[config.mk]
export PLATFORM = sky130hd
export DESIGN_NAME = gci_pcm_port
export DESIGN_NICKNAME = d
export VERILOG_FILES = /design/src/rtl/gci_pcm_pkg.sv /design/src/rtl/gci_mode_det.sv /design/src/rtl/gci_frame_timer.sv /design/src/rtl/gci_tx_ser.sv /design/src/rtl/gci_rx_deser.sv /design/src/rtl/gci_pcm_port.sv
export SDC_FILE = /design/constraint.sdc
export NUM_CORES = 1
export LEC_CHECK = 0
export BUFFER_PORTS_ARGS = -buffer_cell sky130_fd_sc_hd__buf_4
export CAP_MARGIN = 20
export CORE_MARGIN = 5
export CORE_UTILIZATION = 40
export DETAILED_ROUTE_END_ITERATION = 10
export PLACE_DENSITY = 0.64
export SLEW_MARGIN = 25
export SYNTH_ARGS = -nofsm -noshare
export SYNTH_HDL_FRONTEND = slang
export SYNTH_SLANG_ARGS = --single-unit
[constraint.sdc]
create_clock -name clk -period 2.8 [get_ports clk]
set_clock_uncertainty 0.15 [all_clocks]
set_input_delay 0.42 -clock clk [delete_from_list [all_inputs] [get_ports clk]]
set_output_delay 0.42 -clock clk [all_outputs]
set_load 0.01 [all_outputs]
[src/rtl/gci_pcm_pkg.sv]
package gci_pcm_pkg;
    typedef enum logic {
        CH_FIRST  = 1'b0,
        CH_SECOND = 1'b1
    } chan_e;
endpackage

[src/rtl/gci_mode_det.sv]
module gci_mode_det #(
    parameter int unsigned ARM_EDGES = 2
) (
    input  logic clk,
    input  logic rst_n,
    input  logic frame_rise,
    input  logic ref_lvl,
    output logic gci_d_o,
    output logic gci_q_o
);
    localparam int unsigned CW = $clog2(ARM_EDGES + 1);

    typedef struct packed {
        logic [CW-1:0] lows;
        logic          gci;
    } st_t;

    st_t st_d, st_q;

    always_comb begin
        st_d = st_q;
        if (frame_rise) begin
            if (ref_lvl) begin
                st_d.lows = '0;
                st_d.gci  = 1'b0;
            end else begin
                if (st_q.lows != CW'(ARM_EDGES))
                    st_d.lows = st_q.lows + 1'b1;
                st_d.gci = (st_d.lows == CW'(ARM_EDGES));
            end
        end
    end

    always_ff @(posedge clk or negedge rst_n) begin
        if (!rst_n) st_q <= '0;
        else        st_q <= st_d;
    end

    assign gci_d_o = st_d.gci;
    assign gci_q_o = st_q.gci;
endmodule

[src/rtl/gci_frame_timer.sv]
module gci_frame_timer
    import gci_pcm_pkg::*;
#(
    parameter int unsigned LIMIT = 72,
    parameter int unsigned CW    = 7
) (
    input  logic          clk,
    input  logic          rst_n,
    input  logic          fsync,
    input  logic          chan_sel,
    output logic          rise_o,
    output logic [CW-1:0] cnt_d_o,
    output logic [CW-1:0] cnt_q_o,
    output logic          chan_d_o,
    output logic          chan_q_o,
    output logic          ok_d_o,
    output logic          ok_q_o
);
    typedef struct packed {
        logic          fs;
        logic [CW-1:0] cnt;
        chan_e         chan;
    } st_t;

    st_t  st_d, st_q;
    logic rise;

    always_comb begin
        st_d    = st_q;
        rise    = fsync & ~st_q.fs;
        st_d.fs = fsync;
        if (rise) begin
            st_d.cnt  = '0;
            st_d.chan = chan_e'(chan_sel);
        end else if (st_q.cnt != CW'(LIMIT)) begin
            st_d.cnt = st_q.cnt + 1'b1;
        end
    end

    always_ff @(posedge clk or negedge rst_n) begin
        if (!rst_n) begin
            st_q.fs   <= 1'b0;
            st_q.cnt  <= CW'(LIMIT);
            st_q.chan <= CH_FIRST;
        end else begin
            st_q <= st_d;
        end
    end

    assign rise_o   = rise;
    assign cnt_d_o  = st_d.cnt;
    assign cnt_q_o  = st_q.cnt;
    assign chan_d_o = (st_d.chan == CH_SECOND);
    assign chan_q_o = (st_q.chan == CH_SECOND);
    assign ok_d_o   = (st_d.cnt != CW'(LIMIT));
    assign ok_q_o   = (st_q.cnt != CW'(LIMIT));
endmodule

[src/rtl/gci_tx_ser.sv]
module gci_tx_ser #(
    parameter int unsigned WORD_W = 8,
    parameter int unsigned CW     = 7
) (
    input  logic              clk,
    input  logic              rst_n,
    input  logic              rise,
    input  logic [CW-1:0]     cnt_d,
    input  logic              chan_d,
    input  logic              en_d,
    input  logic [WORD_W-1:0] tx_word,
    output logic              dout,
    output logic              oe
);
    localparam int unsigned SLOT = 2 * WORD_W;
    localparam int unsigned IW   = $clog2(WORD_W);

    typedef struct packed {
        logic [WORD_W-1:0] hold;
        logic              dout;
        logic              oe;
    } st_t;

    st_t           st_d, st_q;
    logic [CW-1:0] base;
    logic [CW-1:0] rel;
    logic          in_slot;
    logic [IW-1:0] bit_idx;

    always_comb begin
        st_d      = st_q;
        st_d.hold = rise ? tx_word : st_q.hold;
        base      = chan_d ? CW'(SLOT) : '0;
        rel       = cnt_d - base;
        in_slot   = (cnt_d >= base) && (cnt_d < base + CW'(SLOT));
        bit_idx   = IW'(WORD_W - 1) - IW'(rel >> 1);
        st_d.oe   = en_d && in_slot && (rel < CW'(SLOT - 1));
        st_d.dout = st_d.oe ? st_d.hold[bit_idx] : 1'b0;
    end

    always_ff @(posedge clk or negedge rst_n) begin
        if (!rst_n) st_q <= '0;
        else        st_q <= st_d;
    end

    assign dout = st_q.dout;
    assign oe   = st_q.oe;
endmodule

[src/rtl/gci_rx_deser.sv]
module gci_rx_deser #(
    parameter int unsigned WORD_W = 8,
    parameter int unsigned CW     = 7
) (
    input  logic              clk,
    input  logic              rst_n,
    input  logic [CW-1:0]     cnt_q,
    input  logic              chan_q,
    input  logic              en_q,
    input  logic              rx_din,
    output logic [WORD_W-1:0] rx_word,
    output logic              rx_valid
);
    localparam int unsigned SLOT = 2 * WORD_W;

    typedef struct packed {
        logic [WORD_W-1:0] sh;
        logic [WORD_W-1:0] word;
        logic              valid;
    } st_t;

    st_t           st_d, st_q;
    logic [CW-1:0] base;
    logic [CW-1:0] rel;
    logic          in_slot;

    always_comb begin
        st_d       = st_q;
        st_d.valid = 1'b0;
        base       = chan_q ? CW'(SLOT) : '0;
        rel        = cnt_q - base;
        in_slot    = (cnt_q >= base) && (cnt_q < base + CW'(SLOT));
        if (en_q && in_slot && !rel[0]) begin
            st_d.sh = {st_q.sh[WORD_W-2:0], rx_din};
            if (rel == CW'(SLOT - 2)) begin
                st_d.word  = st_d.sh;
                st_d.valid = 1'b1;
            end
        end
    end

    always_ff @(posedge clk or negedge rst_n) begin
        if (!rst_n) st_q <= '0;
        else        st_q <= st_d;
    end

    assign rx_word  = st_q.word;
    assign rx_valid = st_q.valid;
endmodule

[src/rtl/gci_pcm_port.sv]
module gci_pcm_port #(
    parameter int unsigned WORD_W     = 8,
    parameter int unsigned FRAME_CLKS = 64,
    parameter int unsigned MARGIN     = 8,
    parameter int unsigned ARM_EDGES  = 2
) (
    input  logic              clk,
    input  logic              rst_n,
    input  logic              fsync,
    input  logic              chan_sel,
    input  logic              ref_lvl,
    input  logic [WORD_W-1:0] tx_word,
    output logic              tx_dout,
    output logic              tx_oe,
    input  logic              rx_din,
    output logic [WORD_W-1:0] rx_word,
    output logic              rx_valid,
    output logic              gci_mode
);
    localparam int unsigned LIMIT = FRAME_CLKS + MARGIN;
    localparam int unsigned CW    = $clog2(LIMIT + 1);

    logic          rise;
    logic [CW-1:0] cnt_d, cnt_q;
    logic          chan_d, chan_q;
    logic          ok_d, ok_q;
    logic          gci_d, gci_q;

    gci_frame_timer #(.LIMIT(LIMIT), .CW(CW)) u_timer (
        .clk      (clk),
        .rst_n    (rst_n),
        .fsync    (fsync),
        .chan_sel (chan_sel),
        .rise_o   (rise),
        .cnt_d_o  (cnt_d),
        .cnt_q_o  (cnt_q),
        .chan_d_o (chan_d),
        .chan_q_o (chan_q),
        .ok_d_o   (ok_d),
        .ok_q_o   (ok_q)
    );

    gci_mode_det #(.ARM_EDGES(ARM_EDGES)) u_mode (
        .clk        (clk),
        .rst_n      (rst_n),
        .frame_rise (rise),
        .ref_lvl    (ref_lvl),
        .gci_d_o    (gci_d),
        .gci_q_o    (gci_q)
    );

    gci_tx_ser #(.WORD_W(WORD_W), .CW(CW)) u_tx (
        .clk     (clk),
        .rst_n   (rst_n),
        .rise    (rise),
        .cnt_d   (cnt_d),
        .chan_d  (chan_d),
        .en_d    (ok_d & gci_d),
        .tx_word (tx_word),
        .dout    (tx_dout),
        .oe      (tx_oe)
    );

    gci_rx_deser #(.WORD_W(WORD_W), .CW(CW)) u_rx (
        .clk      (clk),
        .rst_n    (rst_n),
        .cnt_q    (cnt_q),
        .chan_q   (chan_q),
        .en_q     (ok_q & gci_q),
        .rx_din   (rx_din),
        .rx_word  (rx_word),
        .rx_valid (rx_valid)
    );

    assign gci_mode = gci_q;
endmodule

; Word-level counts from Yosys, hierarchy flattened
; Index checks and enable logic that the tools add are counted.
; Widths: inputs -> output; s select.
[word_totals]
mem_bits_ro = 0
memories = 0
ramBits = 0
register_bits = 38
latch_bits = 0
out_inout_bits = 12
inputBits = 14
wordCells = 57
[classes]
order_cmp = 6
multipliers = 0
n_reduce_logical = 8
n_mux = 16
n_eq_ne = 5
shift = 0
bitwise = 4
n_addsub = 7
div_mod_pow = 0
[ops]
columns = op, count
row1 = $add 7x5->7 const B, 2
row2 = $ge 7x7->1, 2
row3 = $lt 7x7->1, 2
row4 = $mux 7, 2
row5 = $ne 7x7->1 const B, 2
row6 = $sub 7x7->7, 2
row7 = $mux 5, 2
row8 = $mux 8, 1
row9 = $add 7x1->7 const B, 1
row10 = $eq 7x4->1 const B, 1
row11 = $lt 7x4->1 const B, 1
row12 = $logic_and 1x1->1, 6
row13 = $mux 1, 6
row14 = $mux 2, 3
row15 = $lt 3x4->1 const B, 1
row16 = $and 1x1->1, 3
row17 = $bmux 1 s3, 1
row18 = $mux 3, 1
row19 = $sub 3x3->3 const A, 1
row20 = $add 2x1->2 const B, 1
row21 = $eq 2x2->1 const B, 1
row22 = $ne 2x2->1 const B, 1
row23 = $reduce_and 2->1, 1
row24 = $logic_not 1->1, 1
row25 = $not 1->1, 1

; Logic depth before layout (Yosys ltp)
[logic_depth]
word_depth = 11
depth_mapped = 12
mapped_depth_nobuf = 12

; Modules after synthesis
; A second synthesis with hierarchy kept.
[hier_totals]
hier_cells = 179
area_unflattened_um2 = 2120.8
[modules_own_cells]
columns = module, area_each_um2, seq_area_each_um2, n_inst, cells_per_inst
row1 = gci_rx_deser, 808.3, 400.4, 1, 58
row2 = gci_tx_ser, 633.1, 250.2, 1, 53
row3 = gci_frame_timer, 538.0, 227.7, 1, 54
row4 = gci_mode_det, 128.9, 75.1, 1, 12
row5 = gci_pcm_port, 12.5, 0.0, 1, 2

; Least setup slack after synthesis
; No wires, ideal clock.
[synth_timing]
path_type = input -> register
startpoint = input port fsync
endpoint = register u_tx.st_q, in the netlist u_tx.dout
t_required_ns = 2.584
setup_time_ns = 0.066
setup_slack_ns = 0.403
cell_stages = 11
n_path_buf = 2
t_arrival_ns = 2.181
path_cell_list = nor2b_1 buf_2 buf_1 nor2_1 a21o_1 ha_1 ha_1 nand2_1 nor3_1 o2111a_2 o311a_1
[synth_rtl]
columns = element, line_no
row1 = start: declaration, gci_pcm_port.sv:9  ; input logic fsync,
row2 = end signal: assignment, gci_tx_ser.sv:43  ; else st_q <= st_d;
row3 = end: declaration, gci_tx_ser.sv:24  ; st_t st_d, st_q;

==> impl_metrics.json <==
{
  "cts_buffer_depth": 2,
  "syn_nets": 200,
  "antenna_found_initial": 0,
  "fin_util_pct": 48.6,
  "synth_xor_area_share_pct": 2.68,
  "p_sw_share_pct": 30.8,
  "fin_crit_sh_pct": 91.1,
  "dpl-instance-area_um2": 2170,
  "fmax_ghz": 0.392,
  "drt-pass1-iter-count": 6,
  "comb_power_share_pct": 25.6,
  "wl_um": 3460,
  "status": "finished, final reports clean",
  "clock_tree.root_cell": "clkbuf_8",
  "hold_viol": 0,
  "synth_async_sr_flop_share_pct": 100,
  "end_kind": "register",
  "power_frac_clock_pct": 29.1,
  "worstSetupPathType": "reg2reg",
  "synth_area_per_cell_um2": 11.2,
  "synth_simple_gate_area_share_pct": 15.6,
  "power_frac_seq_pct": 45.3,
  "p_total_mw": 1.62,
  "antenna_cells": 0,
  "cts_tree": "yes",
  "synth_edf_count": 0,
  "gp_congestion": 0.781,
  "wl_per_cell_um": 13.0,
  "ys_top_cells_by_area": "dfrtp_1, mux2_2, ha_1, nand2_1, buf_4",
  "ant_nets": 0,
  "finalCriticalPeriod_ns": 2.55,
  "rsz0062_at_grt": "no",
  "startpoint_type": "register",
  "grt_pass1_wl_um": 5960,
  "synthesis.area_um2": 1960,
  "drv_slew": 0,
  "yosys.area.top_type": "dfrtp_1",
  "die_h_um": 80.0,
  "synth-compound-area-share_pct": 6.58,
  "numCtsBuffers": 5,
  "numPortBuffers": 25,
  "synth_top_area_share_pct": 46.0,
  "grt_overflow": 0,
  "post_cts_buffers": 0,
  "fin_ws_ns": 0.248,
  "p_switching_mw": 0.500,
  "hold_path.class": "in2reg",
  "initial_core_util_pct": 41.5,
  "finalSetupViolations": 0,
  "synth_fa_ha_area_share_pct": 7.03,
  "dieArea_um2": 6390,
  "clk_latency_ns": 0.29,
  "synth_mux_area_share_pct": 12.6,
  "grt_use_total_pct": 12.3,
  "cts_sinks": 38,
  "htree_num_levels": 2,
  "core-area_um2": 4720,
  "design_area_um2": 2290,
  "ios": 26,
  "yosysSeqAreaShare_pct": 48.7,
  "fp-row-count": 25,
  "worstMarginPinSlew_ns": 0.610,
  "ys.warnings.count": 0,
  "syn_to_final_growth_pct": 17.2,
  "cp.arrival_ns": 2.64,
  "synth_cells": 175,
  "worstPathRequired_ns": 2.89,
  "ys_ff_latch": 38,
  "drive_above_1_share_pct": 32.0,
  "synthMostInstantiatedCell": "dfrtp_1",
  "synth_top_flop_cell": "dfrtp_1",
  "p_leak_nw": 1.15,
  "drc": 0,
  "die_x_um": 80.0,
  "powerDensity_nw_per_um2": 707,
  "clk_transition_reported_paths_ns": 0.08,
  "ys_top_cells_by_count": "dfrtp_1, nand2_1, mux2_2",
  "crit_fanout": 6,
  "peakVddDrop_uv": 378,
  "drt_iter0_drc": 34,
  "synth_cell_types": 43,
  "grt_max_degree": 39,
  "via_per_inst": 4.75,
  "fin_setup_tns_ns": 0,
  "dp_hpwl_um": 2450,
  "final_nets": 224,
  "max_cap_viol_count": 0,
  "slew_headroom_pct": 59.0,
  "num_vias": 1269,
  "place_ws_ns": 0.251,
  "first_global_vias": 1272,
  "p_int_mw": 1.12,
  "synth_top_family_by_area": "simple AND/OR/NAND/NOR gates"
}
## critical path, cell delays in order, from the launching register on
cell and delay [ns]:
dfrtp_1 0.40, inv_1 0.13, ha_1 0.23, nand4b_2 0.13
nor3_4 0.07, nor3_1 0.23, inv_1 0.09, ha_1 0.23
ha_1 0.28, nand2_1 0.05, nor3_1 0.12, o2111a_2 0.23
o311a_1 0.15
## placed cells by master (no fill, tap or decap), types with 2 or more instances in the layout
cell type    n
mux2_2      17
buf_4       29
nand2_1     26
nor4b_1      2
dfstp_2      2
ha_1        11
clkbuf_8     5
nor3_1       3
mux2i_1      4
xor2_1       3
nor3b_1      2
o21ai_0      2
inv_1       12
a21o_1       3
xnor2_1      3
nand3_1      3
clkinvlp_4   2
nor2_1       8
nand2b_1     4
dfrtp_1     36
## power groups by stage
stage	Sequential, mW	Combinational (mW)	Clock [mW]
2_1_floorplan	0.702	0.346	0
3_3_place_gp	0.745	0.408	0
3_5_place_dp	0.746	0.413	0
4_1_cts	0.735	0.422	0.488
5_1_grt	0.749	0.473	0.515
6_report	0.734	0.415	0.472
## stage by stage
step	std cells	hold slack (ns)
after global routing	267	0.0806
final	267	0.0950
after global placement	258	0.272
after CTS	267	0.0854
after floorplan	175	-0.0256
after detailed placement	258	0.270
## cell type report
cell class	count	area [um2]
Fill cell	442	2430
Sequential cell	38	953
Clock inverter	3	45.0
Inverter	12	45.0
Multi-Input combinational cell	112	871
Clock buffer	5	68.8
Tap cell	67	83.8
Timing Repair Buffer	30	228
## layer usage
layer	share of wire, %	vias to the layer above	routed length [um]	track usage, %
li1	-	636	-	-
met1	48	596	1650	15.9
met2	46	32	1610	19.0
met3	5.2	5	180	4.40
met4	0.90	0	31	4.05
met5	0	-	0	0
## repair_timing
| action | 4_1_cts | 5_1_grt |
|---|---|---|
| endpoints found under the hold margin | 36 | 0 |
| hold buffers | 1 | 0 |
| gates resized for setup | 0 | 0 |
## cell families (layout without fill, tap and decap cells)
logic type / count (synthesis) / in the layout
DFF: 38 / 38
AOI/OAI and AO/OA: 15 / 15
adders and majority gates: 11 / 11
buffers and inverters: 25 / 50
and+or+nand+nor: 58 / 58
xor gates and xnor gates: 6 / 6
muxes: 22 / 22
## path summary, 6_finish.rpt
path / from / to / slack, ns / cells past startpoint
min in group asynchronous: rst_n / u_rx.rx_word[7]$_DFFE_PN0P_ / 0.46 / 2
setup / recovery: u_timer.cnt_q_o[0]$_DFF_PN0_ / u_tx.dout$_DFF_PN0_ / 0.25 / 12
hold / removal: fsync / u_timer.st_q[8]$_DFF_PN0_ / 0.09 / 1
setup reg to reg: u_timer.cnt_q_o[0]$_DFF_PN0_ / u_tx.dout$_DFF_PN0_ / 0.25 / 12
hold reg to reg: u_tx.st_q[2]$_DFF_PN0_ / u_tx.st_q[2]$_DFF_PN0_ / 0.33 / 2
max in group asynchronous: rst_n / u_timer.cnt_q_o[6]$_DFF_PN1_ / 1.67 / 2
## sequential cells by signal (all words and copies together), names as in the netlist, 2 cells and up
signal,count
u_tx.st_q,8
u_rx.rx_word,8
u_rx.st_q,7
u_timer.cnt_q_o,7
u_mode.st_q,2
No activity file was read; power rests on OpenSTA's default activity.
